`src/rtl/acc_pkg.sv`:
```
package acc_pkg;

  typedef enum logic [3:0] {
    ST_BOOT,
    ST_VHI_REQ,
    ST_VHI_CAP,
    ST_VLO_REQ,
    ST_VLO_CAP,
    ST_OP_REQ,
    ST_OP_CAP,
    ST_B1_REQ,
    ST_B1_CAP,
    ST_B2_REQ,
    ST_B2_CAP,
    ST_EXEC
  } cpu_state_e;

  typedef enum logic [2:0] {
    K_NOP,
    K_LDA,
    K_ADD,
    K_LDS,
    K_JMP
  } op_kind_e;

  typedef enum logic [1:0] {
    ASEL_PC,
    ASEL_VHI,
    ASEL_VLO
  } asel_e;

  typedef struct packed {
    logic  rd;
    asel_e asel;
    logic  vhi_we;
    logic  vlo_we;
    logic  op_we;
    logic  b1_we;
    logic  b2_we;
    logic  exec;
  } ctrl_t;

  localparam logic [7:0] OPC_LOAD_ACC = 8'h86;
  localparam logic [7:0] OPC_ADD_ACC  = 8'h8B;
  localparam logic [7:0] OPC_LOAD_SP  = 8'h8E;
  localparam logic [7:0] OPC_JUMP     = 8'h7E;

  function automatic op_kind_e op_decode(input logic [7:0] op);
    case (op)
      OPC_LOAD_ACC: return K_LDA;
      OPC_ADD_ACC:  return K_ADD;
      OPC_LOAD_SP:  return K_LDS;
      OPC_JUMP:     return K_JMP;
      default:      return K_NOP;
    endcase
  endfunction

  function automatic logic needs_two_bytes(input op_kind_e k);
    return (k == K_LDS) || (k == K_JMP);
  endfunction

endpackage

```
`src/rtl/acc_alu.sv`:
```
module acc_alu #(
  parameter int W = 8
) (
  input  logic [W-1:0] a,
  input  logic [W-1:0] b,
  output logic [W-1:0] sum,
  output logic         cout
);

  logic [W:0] wide;

  always_comb begin
    wide = {1'b0, a} + {1'b0, b};
    sum  = wide[W-1:0];
    cout = wide[W];
  end

endmodule

```
`src/rtl/acc_ctrl.sv`:
```
module acc_ctrl
  import acc_pkg::*;
(
  input  logic     clk,
  input  logic     rst_n,
  input  op_kind_e fetched_kind,
  input  op_kind_e held_kind,
  output ctrl_t    ctrl
);

  cpu_state_e state_q;
  cpu_state_e state_d;

  // next-state
  always_comb begin
    state_d = state_q;
    case (state_q)
      ST_BOOT:    state_d = ST_VHI_REQ;
      ST_VHI_REQ: state_d = ST_VHI_CAP;
      ST_VHI_CAP: state_d = ST_VLO_REQ;
      ST_VLO_REQ: state_d = ST_VLO_CAP;
      ST_VLO_CAP: state_d = ST_OP_REQ;
      ST_OP_REQ:  state_d = ST_OP_CAP;
      ST_OP_CAP:  state_d = (fetched_kind == K_NOP) ? ST_OP_REQ : ST_B1_REQ;
      ST_B1_REQ:  state_d = ST_B1_CAP;
      ST_B1_CAP:  state_d = needs_two_bytes(held_kind) ? ST_B2_REQ : ST_EXEC;
      ST_B2_REQ:  state_d = ST_B2_CAP;
      ST_B2_CAP:  state_d = ST_EXEC;
      ST_EXEC:    state_d = ST_OP_REQ;
      default:    state_d = ST_BOOT;
    endcase
  end

  // state register
  always_ff @(posedge clk or negedge rst_n) begin
    if (!rst_n) begin
      state_q <= ST_BOOT;
    end else begin
      state_q <= state_d;
    end
  end

  // control decode
  always_comb begin
    ctrl = '0;
    case (state_q)
      ST_VHI_REQ: begin
        ctrl.rd   = 1'b1;
        ctrl.asel = ASEL_VHI;
      end
      ST_VHI_CAP: ctrl.vhi_we = 1'b1;
      ST_VLO_REQ: begin
        ctrl.rd   = 1'b1;
        ctrl.asel = ASEL_VLO;
      end
      ST_VLO_CAP: ctrl.vlo_we = 1'b1;
      ST_OP_REQ:  ctrl.rd     = 1'b1;
      ST_OP_CAP:  ctrl.op_we  = 1'b1;
      ST_B1_REQ:  ctrl.rd     = 1'b1;
      ST_B1_CAP:  ctrl.b1_we  = 1'b1;
      ST_B2_REQ:  ctrl.rd     = 1'b1;
      ST_B2_CAP:  ctrl.b2_we  = 1'b1;
      ST_EXEC:    ctrl.exec   = 1'b1;
      default:    ctrl        = '0;
    endcase
  end

endmodule

```
`src/rtl/acc_datapath.sv`:
```
module acc_datapath
  import acc_pkg::*;
#(
  parameter int DATA_W = 8,
  parameter int ADDR_W = 16
) (
  input  logic              clk,
  input  logic              rst_n,
  input  ctrl_t             ctrl,
  input  logic [DATA_W-1:0] rdata,
  output logic [ADDR_W-1:0] mem_addr,
  output logic [ADDR_W-1:0] pc,
  output logic [DATA_W-1:0] acc,
  output logic [ADDR_W-1:0] sp,
  output logic              carry,
  output op_kind_e          fetched_kind,
  output op_kind_e          held_kind
);

  localparam logic [ADDR_W-1:0] VEC_LO_ADDR = {ADDR_W{1'b1}};
  localparam logic [ADDR_W-1:0] VEC_HI_ADDR = VEC_LO_ADDR - ADDR_W'(1);

  logic [ADDR_W-1:0] pc_q, pc_d, sp_q, sp_d;
  logic [DATA_W-1:0] acc_q, acc_d, b1_q, b2_q;
  logic              carry_q, carry_d;
  op_kind_e          kind_q;
  logic              pc_en, acc_en, sp_en, carry_en;
  logic [DATA_W-1:0] alu_sum;
  logic              alu_cout;
  logic [ADDR_W-1:0] imm_word;

  acc_alu #(.W(DATA_W)) u_alu (
    .a    (acc_q),
    .b    (b1_q),
    .sum  (alu_sum),
    .cout (alu_cout)
  );

  assign fetched_kind = op_decode(rdata[7:0]);
  assign held_kind    = kind_q;
  assign imm_word     = {b1_q, b2_q};

  // address select
  always_comb begin
    case (ctrl.asel)
      ASEL_VHI: mem_addr = VEC_HI_ADDR;
      ASEL_VLO: mem_addr = VEC_LO_ADDR;
      default:  mem_addr = pc_q;
    endcase
  end

  // next values and clock enables
  always_comb begin
    pc_en    = ctrl.vhi_we | ctrl.vlo_we | ctrl.op_we | ctrl.b1_we | ctrl.b2_we
             | (ctrl.exec & (kind_q == K_JMP));
    pc_d     = pc_q + ADDR_W'(1);
    if (ctrl.vhi_we) begin
      pc_d = {rdata, pc_q[DATA_W-1:0]};
    end else if (ctrl.vlo_we) begin
      pc_d = {pc_q[ADDR_W-1:DATA_W], rdata};
    end else if (ctrl.exec) begin
      pc_d = imm_word;
    end

    acc_en   = ctrl.exec & ((kind_q == K_LDA) | (kind_q == K_ADD));
    acc_d    = (kind_q == K_ADD) ? alu_sum : b1_q;

    carry_en = ctrl.exec & (kind_q == K_ADD);
    carry_d  = alu_cout;

    sp_en    = ctrl.exec & (kind_q == K_LDS);
    sp_d     = imm_word;
  end

  // architectural registers
  always_ff @(posedge clk or negedge rst_n) begin
    if (!rst_n) begin
      pc_q    <= '0;
      acc_q   <= '0;
      sp_q    <= '0;
      carry_q <= 1'b0;
    end else begin
      if (pc_en)    pc_q    <= pc_d;
      if (acc_en)   acc_q   <= acc_d;
      if (sp_en)    sp_q    <= sp_d;
      if (carry_en) carry_q <= carry_d;
    end
  end

  // instruction holding registers
  always_ff @(posedge clk or negedge rst_n) begin
    if (!rst_n) begin
      kind_q <= K_NOP;
      b1_q   <= '0;
      b2_q   <= '0;
    end else begin
      if (ctrl.op_we) kind_q <= fetched_kind;
      if (ctrl.b1_we) b1_q   <= rdata;
      if (ctrl.b2_we) b2_q   <= rdata;
    end
  end

  assign pc    = pc_q;
  assign acc   = acc_q;
  assign sp    = sp_q;
  assign carry = carry_q;

endmodule

```
`src/rtl/acc_core.sv`:
```
module acc_core
  import acc_pkg::*;
#(
  parameter int DATA_W = 8,
  parameter int ADDR_W = 2 * DATA_W
) (
  input  logic              clk,
  input  logic              rst_n,
  output logic [ADDR_W-1:0] mem_addr,
  output logic              mem_rd,
  input  logic [DATA_W-1:0] mem_rdata,
  output logic [ADDR_W-1:0] dbg_pc,
  output logic [DATA_W-1:0] dbg_acc,
  output logic [ADDR_W-1:0] dbg_sp,
  output logic              dbg_carry
);

  ctrl_t    ctrl;
  op_kind_e fetched_kind;
  op_kind_e held_kind;

  acc_ctrl u_ctrl (
    .clk          (clk),
    .rst_n        (rst_n),
    .fetched_kind (fetched_kind),
    .held_kind    (held_kind),
    .ctrl         (ctrl)
  );

  acc_datapath #(.DATA_W(DATA_W), .ADDR_W(ADDR_W)) u_dp (
    .clk          (clk),
    .rst_n        (rst_n),
    .ctrl         (ctrl),
    .rdata        (mem_rdata),
    .mem_addr     (mem_addr),
    .pc           (dbg_pc),
    .acc          (dbg_acc),
    .sp           (dbg_sp),
    .carry        (dbg_carry),
    .fetched_kind (fetched_kind),
    .held_kind    (held_kind)
  );

  assign mem_rd = ctrl.rd;

endmodule

```
`config.mk`:
```
export PLATFORM = sky130hd
export DESIGN_NAME = acc_core
export DESIGN_NICKNAME = d
export VERILOG_FILES = /design/src/rtl/acc_pkg.sv /design/src/rtl/acc_alu.sv /design/src/rtl/acc_ctrl.sv /design/src/rtl/acc_datapath.sv /design/src/rtl/acc_core.sv
export SDC_FILE = /design/constraint.sdc
export NUM_CORES = 1
export LEC_CHECK = 0
export ABC_AREA = 1
export CORE_MARGIN = 3
export CORE_UTILIZATION = 48
export DETAILED_ROUTE_END_ITERATION = 8
export GPL_TIMING_DRIVEN = 0
export PLACE_DENSITY_LB_ADDON = 0.05
export SLEW_MARGIN = 20
export SYNTH_ARGS = -nofsm -noshare
export SYNTH_HDL_FRONTEND = slang
export SYNTH_HIERARCHICAL = 1
export SYNTH_SLANG_ARGS = --single-unit
```
`constraint.sdc`:
```
create_clock -name clk -period 1.7 [get_ports clk]
set_input_delay 0.255 -clock clk [delete_from_list [all_inputs] [get_ports clk]]
set_output_delay 0.255 -clock clk [all_outputs]
set_load 0.01 [all_outputs]
```
==> results.md <==
- Outcome: complete, but fails checks
- Violated checks: setup timing
- Final hold violations: 0
- Initial core utilization: 50.9%
- Max Slew Vio Count: 0
- Most common cell after layout, fill and taps aside: nand2_1
- Crit path time final: 2030 ps
- Post-synth EDFFs: 0
- CP Launch Type: register
- Pwr per Cell Area: 1780 nW/µm²
- Clock transition at path regs: 70 ps
- Clk_skew: 7.96 ps
- Root Buffer: clkbuf_8
- LEAKAGE: 0.00256 µW
- Congestion Overflow GR: 0
- Vias per Instance: 5.46
- Share of post-route cells with drive strength above 1: 24.4%
- Peak VDD IR: 0.00133 V
- Hold Path Class: input port to async pin
- Final setup viols: 32
- Avg WL per Cell: 16.3 µm
- Diodes inserted: 0
- Netlist Area Pre-Place: 3810 µm²
- Worst setup EP type: output pin
- Synth-to-Final Area Change: 42.1%
- Die Width: 95.1 µm
- FF-to-FF Start: u_ctrl/state_q[0]$_DFF_PN0_
- Async set-reset flop share out of synthesis: 100%
- Worst reg2reg path depth: 10
- CTS Buf Count: 9
- Syn avg cell area: 7.35 µm²
- Ports: 68
- R2R Setup Slk: -60 ps
- Die Area: 9050 µm²
- H-tree Lvls: 3
- IO Port Bufs: 67
- Tcrit/Tclk final: 119%
- CP required: 1440 ps
- Synth cell types: 35
- Number of nets in the layout: 643
- Post-Synthesis Cells: 519
- Critical R2R Capture: u_dp/pc[1]$_DFFE_PN0P_
- Arr. time, crit path: 1770 ps
- Post-synth net total: 540
- Pin slew with the least headroom to its limit: 489 ps
- RSZ-0062 raised after global routing: yes
- Global-route usage over all layers: 25.7%
- First-pass detailed-route iteration total: 5
- GPL Wtd Cong: 0.904
- Yosys warns: 6
- Vias: 3,965
- Slew HR: 67.4%
- Post-route worst setup slack: -329 ps
- Vias in the first global route: 3,618
- WHS: 342 ps
- CTS Sinks: 64
- Sequential share of the synthesized area: 42.0%
- Most frequent cells in the layout: 110 x nand2_1, 64 x inv_1, 60 x dfrtp_1, 52 x o21ai_0, 49 x clkdlybuf4s50_1
- Global-route wire length before repair: 18,000 µm
- Placed Cells: 686
- Deepest clock path buffer count: 2
- FMAX: 493 MHz
- Non-Filler Instances: 726
- WL final: 11,900 µm
- Core Footprint: 7490 µm²
- Ys flop type: dfrtp_1
- Largest net degree at the start of global routing: 43
- Detail Placement HPWL: 7840 µm
- Die Y: 95.1 µm
- Row Count: 31
- Clock latency on the worst-skew pair: 340 ps
- CTS tree: yes
- Starting DRT DRC Count: 427
- Critical setup path kind: register to output pin
- Max FO, Critical Path: 5
- Antenna violations before repair: 0
- DR DRC count: 0
- Max-cap violations: 0
- Post-route ant nets: 0
- Yosys reg bits: 64
## how the worst max path moves through the flow
stage                                      from                 endpoint  slack (ps)  cells past startpoint
floorplan           u_ctrl/state_q[3]$_DFF_PN0_             mem_addr[11]          -5                      8
global placement                          rst_n  u_dp/pc[11]$_DFFE_PN0P_       -1800                      1
detailed placement  u_ctrl/state_q[3]$_DFF_PN0_              mem_addr[4]        -700                      9
CTS                 u_ctrl/state_q[3]$_DFF_PN0_             mem_addr[11]        -350                      8
global route        u_ctrl/state_q[3]$_DFF_PN0_              mem_addr[3]        -380                      8
finish              u_ctrl/state_q[2]$_DFF_PN0_              mem_addr[4]        -330                      8
## synth_stat cells, types with 6 or more instances
cell / instances / area share, %
nand2_2: 7 / 1.1
nor2_1: 50 / 4.9
o21ai_0: 58 / 7.6
inv_1: 66 / 6.5
a21oi_1: 41 / 5.4
clkbuf_1: 11 / 1.1
nand3_1: 25 / 3.3
dfrtp_1: 64 / 42
ha_1: 10 / 3.3
nand4_1: 6 / 0.98
nand2_1: 128 / 13
o22ai_1: 8 / 1.3
## per-layer routing
metal  GRT usage [%]  routed length, µm  vias up
met1            36.1               5150     1829
li1                -                  -     1893
met5               0                  0        -
met2            40.3               5520      209
met4            9.13                316        0
met3            3.87                875       34
## timing repair
| item | 4_1_cts | 5_1_grt |
|---|---|---|
| pin swaps | 14 | 26 |
| endpoints found under the hold margin | 22 | 0 |
| hold buffers | 1 | 0 |
| setup endpoints to repair | 58 | 60 |
| gates resized for setup | 109 | 90 |
| setup buffers | 11 | 11 |
| gates cloned | 2 | 0 |
## final cells by class
class	count	area, µm²
inverters	72	282
clock inverters	6	60.1
fillers	571	2070
multi-input cells	370	2180
repair buffers	93	937
plain buffers	12	104
well taps	99	124
clock buffers	10	128
flip-flops and latches	64	1610
## per-stage QoR
stage	setup WS (ps)	util [%]	setup TNS [ps]	instance area, µm²	power, µW
after CTS	-349	67.0	-5420	5010	8820
after global placement	-1800	61.7	-132450	4620	7060
after floorplan	-4.99	-	-49.9	3820	5270
after detailed placement	-697	61.9	-17100	4630	7140
after global routing	-380	72.4	-8350	5420	10300
final	-329	72.4	-5210	5420	9650
## sequential cells by signal, summed over array words and instances (netlist names)
register and flops:
u_dp/pc 16, u_dp/sp 16, u_ctrl/state_q 4, u_dp/b1_q 8, u_dp/carry 1, u_dp/held_kind 3
u_dp/b2_q 8, u_dp/acc 8
## where the power goes
part,internal (µW),switching (µW)
sequential,2000,516
combinational,2470,3350
clock,670,637
total,5140,4500
## critical path, stage by stage (launching register included)
cell	delay (ps)
dfrtp_1	410
inv_2	100
nand2_4	60
nor3_2	100
inv_1	90
ha_4	330
clkbuf_16	180
nand2_4	40
buf_6	120
## logic make-up (layout without fill, tap and decap cells)
family	count (synthesis)	after routing	share of synthesized area [%]
AND/OR/NAND/NOR	234	234	27.5
AO/OA/AOI/OAI	117	117	16.2
buffers and inverters	85	193	8.60
flip-flops	64	64	42.0
adder cells (fa/ha/maj)	11	11	3.81
XOR/XNOR	7	7	1.61
multiplexers	1	1	0.295
No activity file was read; power rests on OpenSTA's default activity.
